### src/rtl/hs_status_ctrl.sv
module hs_status_ctrl #(
  parameter int LEN_W = 16,
  parameter int TAG_W = 8,
  parameter logic [TAG_W-1:0] MAGIC = 8'hFE
) (
  input  logic                     clk,
  input  logic                     rst_n,
  input  logic                     req_valid,
  input  logic [LEN_W+2*TAG_W-1:0] req_info,
  input  logic                     wr_done,
  input  logic                     rd_done,
  input  logic                     tx_req,
  input  logic [LEN_W-1:0]         tx_len,
  output logic                     tx_ack,
  output logic                     hs,
  output logic [LEN_W+2*TAG_W-1:0] status
);
  localparam int WORD_W = LEN_W + 2*TAG_W;
  localparam logic [TAG_W-1:0] CODE_IDLE = TAG_W'(0);
  localparam logic [TAG_W-1:0] CODE_RD   = TAG_W'(1);
  localparam logic [TAG_W-1:0] CODE_WR   = TAG_W'(2);

  typedef enum logic [2:0] {S_IDLE, S_WR_PREP, S_WR_WAIT, S_RD_PREP, S_RD_WAIT} st_t;

  st_t              st;
  logic [TAG_W-1:0] tx_seq;

  wire              req_ok  = req_valid && (req_info[WORD_W-1 -: TAG_W] == MAGIC);
  wire [TAG_W-1:0]  req_seq = req_info[LEN_W +: TAG_W];
  wire [TAG_W-1:0]  cur_seq = status[LEN_W +: TAG_W];

  always_ff @(posedge clk) begin
    if (!rst_n) begin
      st     <= S_IDLE;
      hs     <= 1'b0;
      status <= '0;
      tx_seq <= '0;
      tx_ack <= 1'b0;
    end else begin
      tx_ack <= 1'b0;
      case (st)
        S_IDLE: begin
          if (req_ok) begin
            st     <= S_WR_PREP;
            status <= {CODE_WR, req_seq, {LEN_W{1'b0}}};
          end else if (tx_req) begin
            st     <= S_RD_PREP;
            status <= {CODE_RD, tx_seq, tx_len};
            tx_ack <= 1'b1;
          end
        end
        S_WR_PREP: begin
          st <= S_WR_WAIT;
          hs <= 1'b1;
        end
        S_WR_WAIT: begin
          if (wr_done) begin
            st     <= S_IDLE;
            hs     <= 1'b0;
            status <= {CODE_IDLE, cur_seq, {LEN_W{1'b0}}};
          end
        end
        S_RD_PREP: begin
          st <= S_RD_WAIT;
          hs <= 1'b1;
        end
        S_RD_WAIT: begin
          if (rd_done) begin
            st     <= S_IDLE;
            hs     <= 1'b0;
            status <= {CODE_IDLE, cur_seq, {LEN_W{1'b0}}};
            tx_seq <= tx_seq + 1'b1;
          end
        end
        default: st <= S_IDLE;
      endcase
    end
  end
endmodule

### config.mk
export PLATFORM = sky130hd
export DESIGN_NAME = hs_status_ctrl
export DESIGN_NICKNAME = d
export VERILOG_FILES = /design/src/rtl/hs_status_ctrl.sv
export SDC_FILE = /design/constraint.sdc
export NUM_CORES = 1
export LEC_CHECK = 0
export ABC_AREA = 1
export CELL_PAD_IN_SITES_DETAIL_PLACEMENT = 1
export CELL_PAD_IN_SITES_GLOBAL_PLACEMENT = 1
export CORE_UTILIZATION = 30
export DETAILED_ROUTE_END_ITERATION = 8
export HOLD_SLACK_MARGIN = 0.12
export PLACE_DENSITY = 0.87
export SYNTH_ARGS = -nofsm -noshare
export SYNTH_HDL_FRONTEND = slang
export SYNTH_SLANG_ARGS = --single-unit
### constraint.sdc
create_clock -name clk -period 3.4 [get_ports clk]
set_clock_uncertainty 0.1 [all_clocks]
set_input_delay 0.68 -clock clk [delete_from_list [all_inputs] [get_ports clk]]
set_output_delay 0.68 -clock clk [all_outputs]
set_load 0.005 [all_outputs]
# ---- Word-level counts from Yosys, hierarchy flattened
# Index checks and enable logic that the tools add are counted.
dict set report totals {
  reg_bits 45
  input_bits 54
  out_inout_bits 34
  word_cells 45
}
dict set report classes {
  n_addsub 1
  n_eq_ne 8
  n_mux 14
  bitwise 4
  n_reduce_logical 12
}
# cell n
set op_table {}
lappend op_table {{32-bit 2-to-1 mux} 4}
lappend op_table {{32-bit one-hot mux with 3 select lines} 1}
lappend op_table {{3-bit one-hot mux with 5 select lines} 1}
lappend op_table {{3-bit 2-to-1 mux} 4}
lappend op_table {{8-bit by 1-bit adder with 8-bit output (second input constant)} 1}
lappend op_table {{8-bit == test (second input constant)} 1}
lappend op_table {{4-bit AND reduction} 2}
lappend op_table {{3-bit by 2-bit == test with 1-bit output (second input constant)} 2}
lappend op_table {{3-bit AND reduction} 2}
lappend op_table {{3-bit nonzero test} 2}
lappend op_table {{2-bit != test (second input constant)} 2}
lappend op_table {{1-bit NOT} 4}
lappend op_table {{3-bit by 1-bit == test with 1-bit output (second input constant)} 1}
lappend op_table {{3-bit == test (second input constant)} 1}
lappend op_table {{3-bit logical NOT} 1}
lappend op_table {{1-bit 2-to-1 mux} 3}
lappend op_table {{3-bit != test (second input constant)} 1}
lappend op_table {{1-bit one-hot mux with 3 select lines} 1}
lappend op_table {{3-bit OR reduction} 1}
lappend op_table {{2-bit AND reduction} 1}
lappend op_table {{2-bit nonzero test} 1}
lappend op_table {{2-bit OR reduction} 1}
lappend op_table {{1-bit logical AND} 1}

# ---- Logic depth before layout (Yosys ltp)
# Gate-level depths: netlist (run 1).
dict set report logic_depth {
  word_depth 4
  ltp_mapped 10
  mapped_depth_nobuf 10
}

# ---- Least setup slack after synthesis (run 1)
# OpenSTA, ideal clock, no wires.
dict set report synth_path {
  kind {in2reg}
  start {in req_info[29]}
  end {reg status[10]}
  setup_ns 0.113
  t_arrival_ns 1.609
  path_slack_ns 1.578
  cell_stages 9
  n_path_buf 2
  cell_sequence {nand2_1 nor2_1 nand3_2 buf_2 nand2_2 buf_4 nor2_1 nor2_1 nor2_1}
}
dict set report synth_between {
  elab_chain_len 4
  word_cells_on_any_way 6
}
# item line_no
set synth_lines {}
lappend synth_lines {{start, declared} 9} ;# input logic [LEN_W+2*TAG_W-1:0] req_info,
lappend synth_lines {{8-bit == test (*)} 28} ;# wire req_ok = req_valid && (req_info[WORD_W-1 -: TAG_W] == MAGIC);
lappend synth_lines {{1-bit logical AND (*)} 28}
lappend synth_lines {{3-bit != test (no source line) / 32-bit 2-to-1 mux (equally long branches)} -}
lappend synth_lines {{4-bit AND reduction (no source line) / 32-bit one-hot mux with 3 select lines (equally long branches)} -}
lappend synth_lines {{end signal, assigned} 45} ;# status <= {CODE_WR, req_seq, {LEN_W{1'b0}}};
lappend synth_lines {{end signal, assigned} 48} ;# status <= {CODE_RD, tx_seq, tx_len};
lappend synth_lines {{end signal, assigned} 60} ;# status <= {CODE_IDLE, cur_seq, {LEN_W{1'b0}}};
lappend synth_lines {{end, declared} 16} ;# output logic [LEN_W+2*TAG_W-1:0] status
# Mark *: on every way between the ends. The rest lies on a longest branch, timed or not.
# A chain may end at the register's enable or synchronous reset.

# ---- Worst setup path after layout (run 1)
dict set report layout_path {
  start {in req_info[31]}
  end {reg status[19]}
}
dict set report layout_between {
  elab_chain_len 4
  word_cells_on_any_way 6
}
# item line_no
set layout_lines {}
lappend layout_lines {{8-bit == test (*)} 28}
lappend layout_lines {{1-bit logical AND (*)} 28}
lappend layout_lines {{32-bit 2-to-1 mux / 2-bit nonzero test (equally long branches)} -}
lappend layout_lines {{32-bit one-hot mux with 3 select lines / 4-bit AND reduction (equally long branches)} -}
# Marks and branches as above.

==> impl_metrics.json, run 1 <==
{
  "status": "completed",
  "hold_path_class": "reg2reg",
  "chipHeight_um": 83.5,
  "max_stage_delay_ns": 0.48,
  "cts_root_buf": "clkbuf_8",
  "peakVddDrop_mv": 0.191,
  "dr_total_vias": 1995,
  "async_flop_share_pct": 0,
  "io_pins": 88,
  "via_per_inst": 4.50,
  "final-max-slew-violation-count": 0,
  "dieArea_sq_um": 6980,
  "grt_max_degree": 29,
  "cp.arrival_ns": 2.59,
  "endpoint_kind": "flip-flop",
  "antenna_found_initial": 0,
  "seq_area_sq_um": 781,
  "yosys_warnings": 0,
  "synth_area_leaders": "dfxtp_1 39%, nor2_1 11%, nand2_1 11%",
  "ant_nets": 0,
  "cpMostUsedCell": "nor2_1",
  "layout.nets": 420,
  "ctsHoldBuffers": 0,
  "clk_latency_ns": 0.29,
  "synth_area_sq_um": 1990,
  "drive_gt1_share_pct": 6.01,
  "multi_input_area_sq_um": 933,
  "cap_violations": 0,
  "path_max_fanout": 12,
  "setup_viol": 0,
  "crit_slowest_cell": "clkdlybuf4s50_1",
  "wirelength_mm": 5.34,
  "initial_core_util_pct": 31.2,
  "placedCellCount": 435,
  "slew_headroom_pct": 62.3,
  "layoutNonFillerInstCount": 443,
  "drt-initial-drc-count": 48,
  "leakagePower_uw": 0.00122,
  "final-hold-violation-count": 0,
  "grt_pass1_vias": 2087,
  "holdWs_ns": 0.365,
  "drtPass1Iterations": 4,
  "tightest_slew_ns": 0.564,
  "cts_resized": 0,
  "clock_path_buffers": 2,
  "cts_sinks": 39,
  "crit_type": "in2reg",
  "ys_types": 30,
  "post_cts_buffers": 0,
  "htree_levels": 2,
  "place_hpwl_mm": 4.06,
  "clk_pin_slew_ns": 0.08,
  "synth_most_common_cell": "nor2_1",
  "cts_buffers": 5,
  "gp_congestion": 0.765,
  "num_rows": 29,
  "synthCells": 302,
  "yosysTopAreaCell": "dfxtp_1",
  "crit_chain": "clkdlybuf4s50_1 > nand2_1 > nor2_1 > nand3_2 > a21oi_4 > clkinv_1 > nor2_1 > nor2_1",
  "n_fill_cell": 828,
  "drc": 0,
  "grt_usage_pct": 16.7,
  "die_w_um": 83.5,
  "grt_pass1_wl_mm": 9.45,
  "ys_ff_latch": 39,
  "num_antenna_cells": 0,
  "cts_tree": "built",
  "core_area_sq_um": 6390,
  "synth-edff-count": 0,
  "grt-ovfl-total": 0,
  "synth_common_cells": "61 x nor2_1, 58 x nand2_1, 50 x inv_1",
  "syn2layout_area_growth_pct": 39.0,
  "rsz0062_at_grt": "no",
  "synth_top_area_share_pct": 39.1,
  "wl_per_cell_um": 12.1,
  "syn_avg_cell_area_sq_um": 6.60,
  "period_needed_ns": 2.50,
  "crit_family": "buffers and inverters",
  "yosys_most_used_dff": "dfxtp_1",
  "port_buffers": 65,
  "fin_crit_sh_pct": 73.5,
  "synth_sequential_area_ratio_pct": 39.1,
  "p_per_area_nw_per_um2": 501,
  "max_freq_mhz": 400,
  "critPathLaunchType": "primary input",
  "cp.required_ns": 3.49,
  "critPathBufInv": 2,
  "finalSetupTns_ns": 0
}
-- worst min-delay path: stages (launching register included) --
cell and delay, ns:
dfxtp_1 0.31, nand2_1 0.06, a21oi_1 0.05
-- metrics by stage --
step	power (uW)	area, sq um	worst slack (ns)	utilization [%]
final	1390	2770	0.901	43.4
after floorplan	845	2010	1.58	-
after CTS	1410	2770	0.830	43.4
after global placement	1030	2670	0.617	41.8
after global routing	1500	2770	0.713	43.4
after detailed placement	1060	2670	0.513	41.8
-- worst paths after layout --
kind                            cells past startpoint                 endpoint                    start  slack [ns]
worst min register to register                      2  status[25]$_SDFFE_PN0P_  status[25]$_SDFFE_PN0P_        0.36
worst max-delay path                                8  status[19]$_SDFFE_PN0P_             req_info[31]        0.90
worst min-delay path                                2  status[25]$_SDFFE_PN0P_  status[25]$_SDFFE_PN0P_        0.36
worst max register to register                      6   tx_seq[6]$_SDFFE_PN0P_       st[1]$_SDFFE_PN0P_        1.59
-- cell families after synthesis --
family                   after synthesis  synth area share [%]
buffers and inverters                 69                  15.0
AO/OA/AOI/OAI                         36                  9.72
other                                  1                 0.188
adder cells (fa/ha/maj)                1                 0.627
flip-flops                            39                  39.1
AND/OR/NAND/NOR                      156                  35.3
-- cell usage in the layout, fill, tap and decap left out, drive strengths merged --
| cell type | synthesis | final |
|---|---|---|
| nand4 | 7 | 7 |
| nor3 | 7 | 7 |
| clkdlybuf4s50 | 0 | 65 |
| a21oi | 12 | 12 |
| a21o | 1 | 1 |
| ha | 1 | 1 |
| inv | 53 | 53 |
| nor4 | 1 | 1 |
| nand3 | 14 | 14 |
| nor2 | 63 | 63 |
| nand2 | 62 | 62 |
| dfxtp | 39 | 39 |
| nand3b | 1 | 1 |
| nor3b | 1 | 1 |
| o21ai | 23 | 23 |
| buf | 11 | 1 |
| clkbuf | 4 | 8 |
| conb | 1 | 6 |
| clkinv | 1 | 1 |
-- power breakdown --
group          total (uW)  switching (uW)  internal [uW]
clock                 350             165            185
combinational         476             243            232
sequential            562            36.7            525
total                1390             445            942
-- metal layers --
| layer | wire length (um) | global-route usage [%] |
|---|---|---|
| met1 | 2390 | 19.0 |
| met2 | 2720 | 31.3 |
| met3 | 168 | 3.36 |
| met4 | 64 | 5.08 |
| met5 | 0 | 0 |
-- sequential cells by signal (all words and copies together) (netlist names) --
signal,flops
hs,1
st,3
status,26
tx_ack,1
tx_seq,8
-- layout make-up --
cell class                 instances  share of cell area, %
tap                               77                   3.48
timing repair buffer              66                   23.7
sequential                        39                   28.2
clock buffer                       8                   3.61
multi-input combinational        199                   33.7
inverter                          54                   7.31
Note: power is estimated with default switching activity, not from simulation.
==> run 2, diff against run 1 <==
CORE_UTILIZATION = 28   (was 30)
PLACE_DENSITY = 0.82   (was 0.87)
clock period = 2.6 ns   (was 3.4 ns; I/O delays follow)
==> run 2 against run 1 <==
Via count up 1.5%. Utilization down 2.4 points. Critical endpoint is now status[23]$_SDFFE_PN0P_. Critical path depth stayed put. Hold slack is essentially flat. Wire length is essentially flat. Critical path type unchanged. Combinational power up 31%. Final area up 1.1%.
==> impl_metrics.json, run 2 (synthesis results as in run 1) <==
{
  "cts_resized": 0,
  "reg_top3": "status x26, tx_seq x8, st x3",
  "grt_pass1_vias": 2009,
  "swShare_pct": 31.9,
  "grt_pass1_wl_mm": 9.01,
  "place_hpwl_mm": 4.07,
  "cts_tree": "built",
  "cp.arrival_ns": 2.23,
  "gp_congestion": 0.736,
  "pre_cts_ws_ns": 0.101,
  "core_area_sq_um": 6830,
  "htree_levels": 2,
  "drive_gt1_share_pct": 6.27,
  "cp.required_ns": 2.68,
  "cts_buffers": 5,
  "rrSetupSlack_ns": 0.76,
  "switchingPower_uw": 579,
  "wl_per_cell_um": 11.5,
  "cap_violations": 0,
  "r2r_end": "tx_seq[6]$_SDFFE_PN0P_",
  "antenna_found_initial": 0,
  "peakVddDrop_mv": 0.282,
  "p_per_area_nw_per_um2": 647,
  "p_seq_share_pct": 40.6,
  "highest_layer": "met4",
  "num_rows": 30,
  "via_per_inst": 4.37,
  "clock_path_buffers": 2,
  "setup_viol": 0,
  "cts_sinks": 39,
  "layout_common_cells": "65 x clkdlybuf4s50_1, 61 x nor2_1, 58 x nand2_1",
  "grt-ovfl-total": 0,
  "status": "completed",
  "ctsHoldBuffers": 0,
  "drtPass1Iterations": 4,
  "grt_max_degree": 29,
  "layout_commonest_cell": "clkdlybuf4s50_1",
  "p_clk_share_pct": 25.0,
  "crit_path_start": "req_info[29]",
  "post_cts_buffers": 0,
  "period_needed_ns": 2.16,
  "final-max-slew-violation-count": 0,
  "drt-initial-drc-count": 70,
  "critPathLaunchType": "primary input",
  "final-hold-violation-count": 0,
  "port_buffers": 65,
  "syn2layout_area_growth_pct": 40.5,
  "num_antenna_cells": 0,
  "worstSetupEndpoint": "status[23]$_SDFFE_PN0P_",
  "clk_latency_ns": 0.29,
  "wirelength_mm": 5.34,
  "layout.nets": 421,
  "grt_usage_pct": 15.3,
  "leakagePower_uw": 0.00122,
  "io_pins": 88,
  "drc": 0,
  "reg2reg_from": "st[1]$_SDFFE_PN0P_",
  "path_max_fanout": 12,
  "met1_length_mm": 2.40,
  "power_frac_comb_pct": 34.4,
  "die_w_um": 86.4,
  "wl_met2_mm": 2.70,
  "largest_reg_flops": 26,
  "hold_path_class": "reg2reg",
  "crit_type": "in2reg",
  "clk_pin_slew_ns": 0.07,
  "cts_root_buf": "clkbuf_8",
  "max_freq_mhz": 464,
  "fin_ws_ns": 0.443,
  "regMostFlops": "status",
  "dr_total_vias": 2024,
  "p_int_uw": 1240,
  "wl_met3_um": 196,
  "rsz0062_at_grt": "no",
  "r2r_cells": 6,
  "finalSetupTns_ns": 0,
  "fin_crit_sh_pct": 83.0,
  "endpoint_kind": "flip-flop",
  "ant_nets": 0,
  "dieArea_sq_um": 7460,
  "n_fill_cell": 893,
  "chipHeight_um": 86.4,
  "initial_core_util_pct": 29.2
}
==> run 2: how the worst min path moves through the flow <==
| stage | slack [ns] | start | cells past startpoint | end |
|---|---|---|---|---|
| floorplan | 0.36 | status[25]$_SDFFE_PN0P_ | 2 | status[25]$_SDFFE_PN0P_ |
| global placement | 0.35 | status[25]$_SDFFE_PN0P_ | 2 | status[25]$_SDFFE_PN0P_ |
| detailed placement | 0.36 | status[25]$_SDFFE_PN0P_ | 2 | status[25]$_SDFFE_PN0P_ |
| CTS | 0.37 | status[25]$_SDFFE_PN0P_ | 2 | status[25]$_SDFFE_PN0P_ |
| global route | 0.38 | status[25]$_SDFFE_PN0P_ | 2 | status[25]$_SDFFE_PN0P_ |
| finish | 0.36 | status[25]$_SDFFE_PN0P_ | 2 | status[25]$_SDFFE_PN0P_ |
==> run 2: layout make-up <==
type                            instances  area, sq um  area share (%)
Tap cell                               96          120            4.29
Multi-Input combinational cell        199          933            33.3
Clock buffer                            8          100            3.57
Timing Repair Buffer                   67          666            23.7
Sequential cell                        39          781            27.9
Inverter                               54          203            7.23
==> run 2: through the flow <==
step,hold WS (ns),utilization [%],power [uW],instance area [sq um],cells
2_1_floorplan,0.355,-,1100,2010,307
3_3_place_gp,0.352,39.6,1360,2700,455
3_5_place_dp,0.361,39.6,1390,2700,455
4_1_cts,0.370,41.0,1850,2800,463
5_1_grt,0.382,41.0,1950,2800,463
6_report,0.364,41.0,1810,2800,463
==> run 2: layer usage <==
layer  vias to the layer above  GRT usage, %
met3                         5          2.95
met5                         -             0
li1                       1041             -
met4                         0          3.64
met1                       935          17.5
met2                        43          29.0
==> run 2: power groups by stage <==
stage	sequential [uW]	combinational [uW]	clock (uW)
global placement	747	611	0
floorplan	752	353	0
global route	748	707	499
finish	736	624	454
detailed placement	752	633	0
CTS	739	636	472
==> run 2: critical path: stages <==
cell and delay, ns:
clkdlybuf4s50_1 0.45, nand2_1 0.05, nor2_1 0.14, nand3_2 0.31, a21oi_4 0.24, clkinv_1 0.26, nor2_1 0.20, nor2_1 0.06
==> run 3, diff against run 2 <==
clock period = 2.1 ns   (was 2.6 ns; I/O delays follow)
==> run 3 against run 2 <==
First-iteration DRC count fell by 11%. Sequential share of layout area down 0.33 points. Critical path depth is 2 higher. Setup slack worse by 0.18 ns. Largest cell class unchanged. Critical endpoint is now status[17]$_SDFFE_PN0P_. Final cell count grew 1.5%. Largest power group unchanged. Via count increased by 1.2%. Sequential power grew 24%. Register-to-register slack got worse by 0.34 ns. Combinational power is 28% higher. Final area increased by 1.2%.
==> impl_metrics.json, run 3 (synthesis results as in run 1) <==
{
  "status": "completed",
  "final-max-slew-violation-count": 0,
  "fin_area_sq_um": 2840,
  "via_per_inst": 4.36,
  "max_freq_mhz": 544,
  "cts_resized": 0,
  "antenna_found_initial": 0,
  "syn2layout_area_growth_pct": 42.2,
  "path_max_fanout": 9,
  "layout_commonest_cell": "clkdlybuf4s50_1",
  "cts_tree": "built",
  "post_cts_buffers": 0,
  "chipHeight_um": 86.4,
  "hold_path_class": "reg2reg",
  "fin_ws_ns": 0.263,
  "drive_gt1_share_pct": 7.75,
  "dr_total_vias": 2049,
  "core_area_sq_um": 6830,
  "die_w_um": 86.4,
  "power_frac_comb_pct": 36.1,
  "cts_sinks": 39,
  "clk_latency_ns": 0.30,
  "p_int_uw": 1480,
  "regMostFlops": "status",
  "wl_per_cell_um": 11.7,
  "drt-initial-drc-count": 62,
  "r2r_end": "status[15]$_SDFFE_PN0P_",
  "reg2reg_from": "st[1]$_SDFFE_PN0P_",
  "io_pins": 88,
  "cp.required_ns": 2.24,
  "port_buffers": 65,
  "drtPass1Iterations": 4,
  "r2r_cells": 8,
  "setup_viol": 0,
  "num_antenna_cells": 0,
  "grt_pass1_vias": 2098,
  "initial_core_util_pct": 29.2,
  "dieArea_sq_um": 7460,
  "fin_crit_sh_pct": 87.5,
  "ctsHoldBuffers": 0,
  "crit_type": "in2reg",
  "switchingPower_uw": 734,
  "critPathLaunchType": "primary input",
  "swShare_pct": 33.2,
  "reg_top3": "status x26, tx_seq x8, st x3",
  "grt_max_degree": 29,
  "rsz0062_at_grt": "no",
  "place_hpwl_mm": 4.25,
  "rrSetupSlack_ns": 0.42,
  "drc": 0,
  "layout.nets": 428,
  "p_seq_share_pct": 41.2,
  "crit_path_start": "req_info[30]",
  "clock_path_buffers": 2,
  "grt_usage_pct": 16.0,
  "place_area_sq_um": 2760,
  "leakagePower_uw": 0.00125,
  "grt-ovfl-total": 0,
  "p_clk_share_pct": 22.8,
  "worstSetupEndpoint": "status[17]$_SDFFE_PN0P_",
  "num_rows": 30,
  "ant_nets": 0,
  "endpoint_kind": "flip-flop",
  "cts_buffers": 5,
  "clk_pin_slew_ns": 0.08,
  "cts_root_buf": "clkbuf_8",
  "pre_cts_ws_ns": -0.0861,
  "cap_violations": 0,
  "period_needed_ns": 1.84,
  "peakVddDrop_mv": 0.276,
  "htree_levels": 2,
  "wirelength_mm": 5.50,
  "gp_congestion": 0.766,
  "p_per_area_nw_per_um2": 780,
  "grt_pass1_wl_mm": 9.24,
  "final-hold-violation-count": 0,
  "largest_reg_flops": 26,
  "cp.arrival_ns": 1.98,
  "layout_common_cells": "65 x clkdlybuf4s50_1, 61 x nor2_1, 58 x nand2_1"
}
[run 3: changes by cell type in the layout (fill, tap and decap cells not counted)]
cell / change
clkbuf_8: -2
buf_4: +7
clkbuf_1: +1
clkinv_2: +1
[run 3: critical path, stage by stage]
cell,delay [ns]
clkdlybuf4s50_1,0.46
nand2_1,0.05
nor2_1,0.10
nand3_2,0.19
buf_4,0.21
nor2_4,0.21
nand2_1,0.10
o21ai_0,0.08
nor2_1,0.07
nor2_1,0.08
[run 3: stage by stage]
stage	setup TNS, ns	util [%]	hold WS [ns]	instances	total power (uW)
detailed placement	-1.12	40.3	0.353	462	1740
global route	0	41.5	0.398	470	2390
floorplan	0	-	0.355	307	1370
finish	0	41.5	0.361	470	2210
global placement	-0.436	40.3	0.352	462	1700
CTS	0	41.5	0.364	470	2250
[run 3: cell type report]
type / count / area (sq um)
sequential: 39 / 781
clock buffer: 7 / 76.3
clock inverter: 1 / 5.00
multi-input combinational: 199 / 933
tap: 96 / 120
fill: 898 / 4000
timing repair buffer: 74 / 718
inverter: 54 / 203
[run 3: layer usage]
metal	routed length [um]	vias up	track usage, %
li1	-	1055	-
met1	2460	941	17.8
met2	2740	46	29.7
met3	226	7	3.81
met4	70	0	5.00
met5	0	-	0
[run 3: power by group through the flow]
| stage | Sequential, uW | Combinational (uW) | Clock, uW |
|---|---|---|---|
| 6_report | 911 | 798 | 504 |
| 5_1_grt | 925 | 903 | 562 |
| 4_1_cts | 914 | 812 | 521 |
| 3_5_place_dp | 931 | 807 | 0 |
| 3_3_place_gp | 924 | 776 | 0 |
| 2_1_floorplan | 930 | 437 | 0 |
[run 3: how the worst min path moves through the flow]
| stage | start | end | slack [ns] | depth (start not counted) |
|---|---|---|---|---|
| after floorplan | status[25]$_SDFFE_PN0P_ | status[25]$_SDFFE_PN0P_ | 0.36 | 2 |
| after global placement | status[24]$_SDFFE_PN0P_ | status[24]$_SDFFE_PN0P_ | 0.35 | 2 |
| after detailed placement | status[24]$_SDFFE_PN0P_ | status[24]$_SDFFE_PN0P_ | 0.35 | 2 |
| after CTS | status[24]$_SDFFE_PN0P_ | status[24]$_SDFFE_PN0P_ | 0.36 | 2 |
| after global routing | status[24]$_SDFFE_PN0P_ | status[24]$_SDFFE_PN0P_ | 0.40 | 2 |
| final | status[24]$_SDFFE_PN0P_ | status[24]$_SDFFE_PN0P_ | 0.36 | 2 |
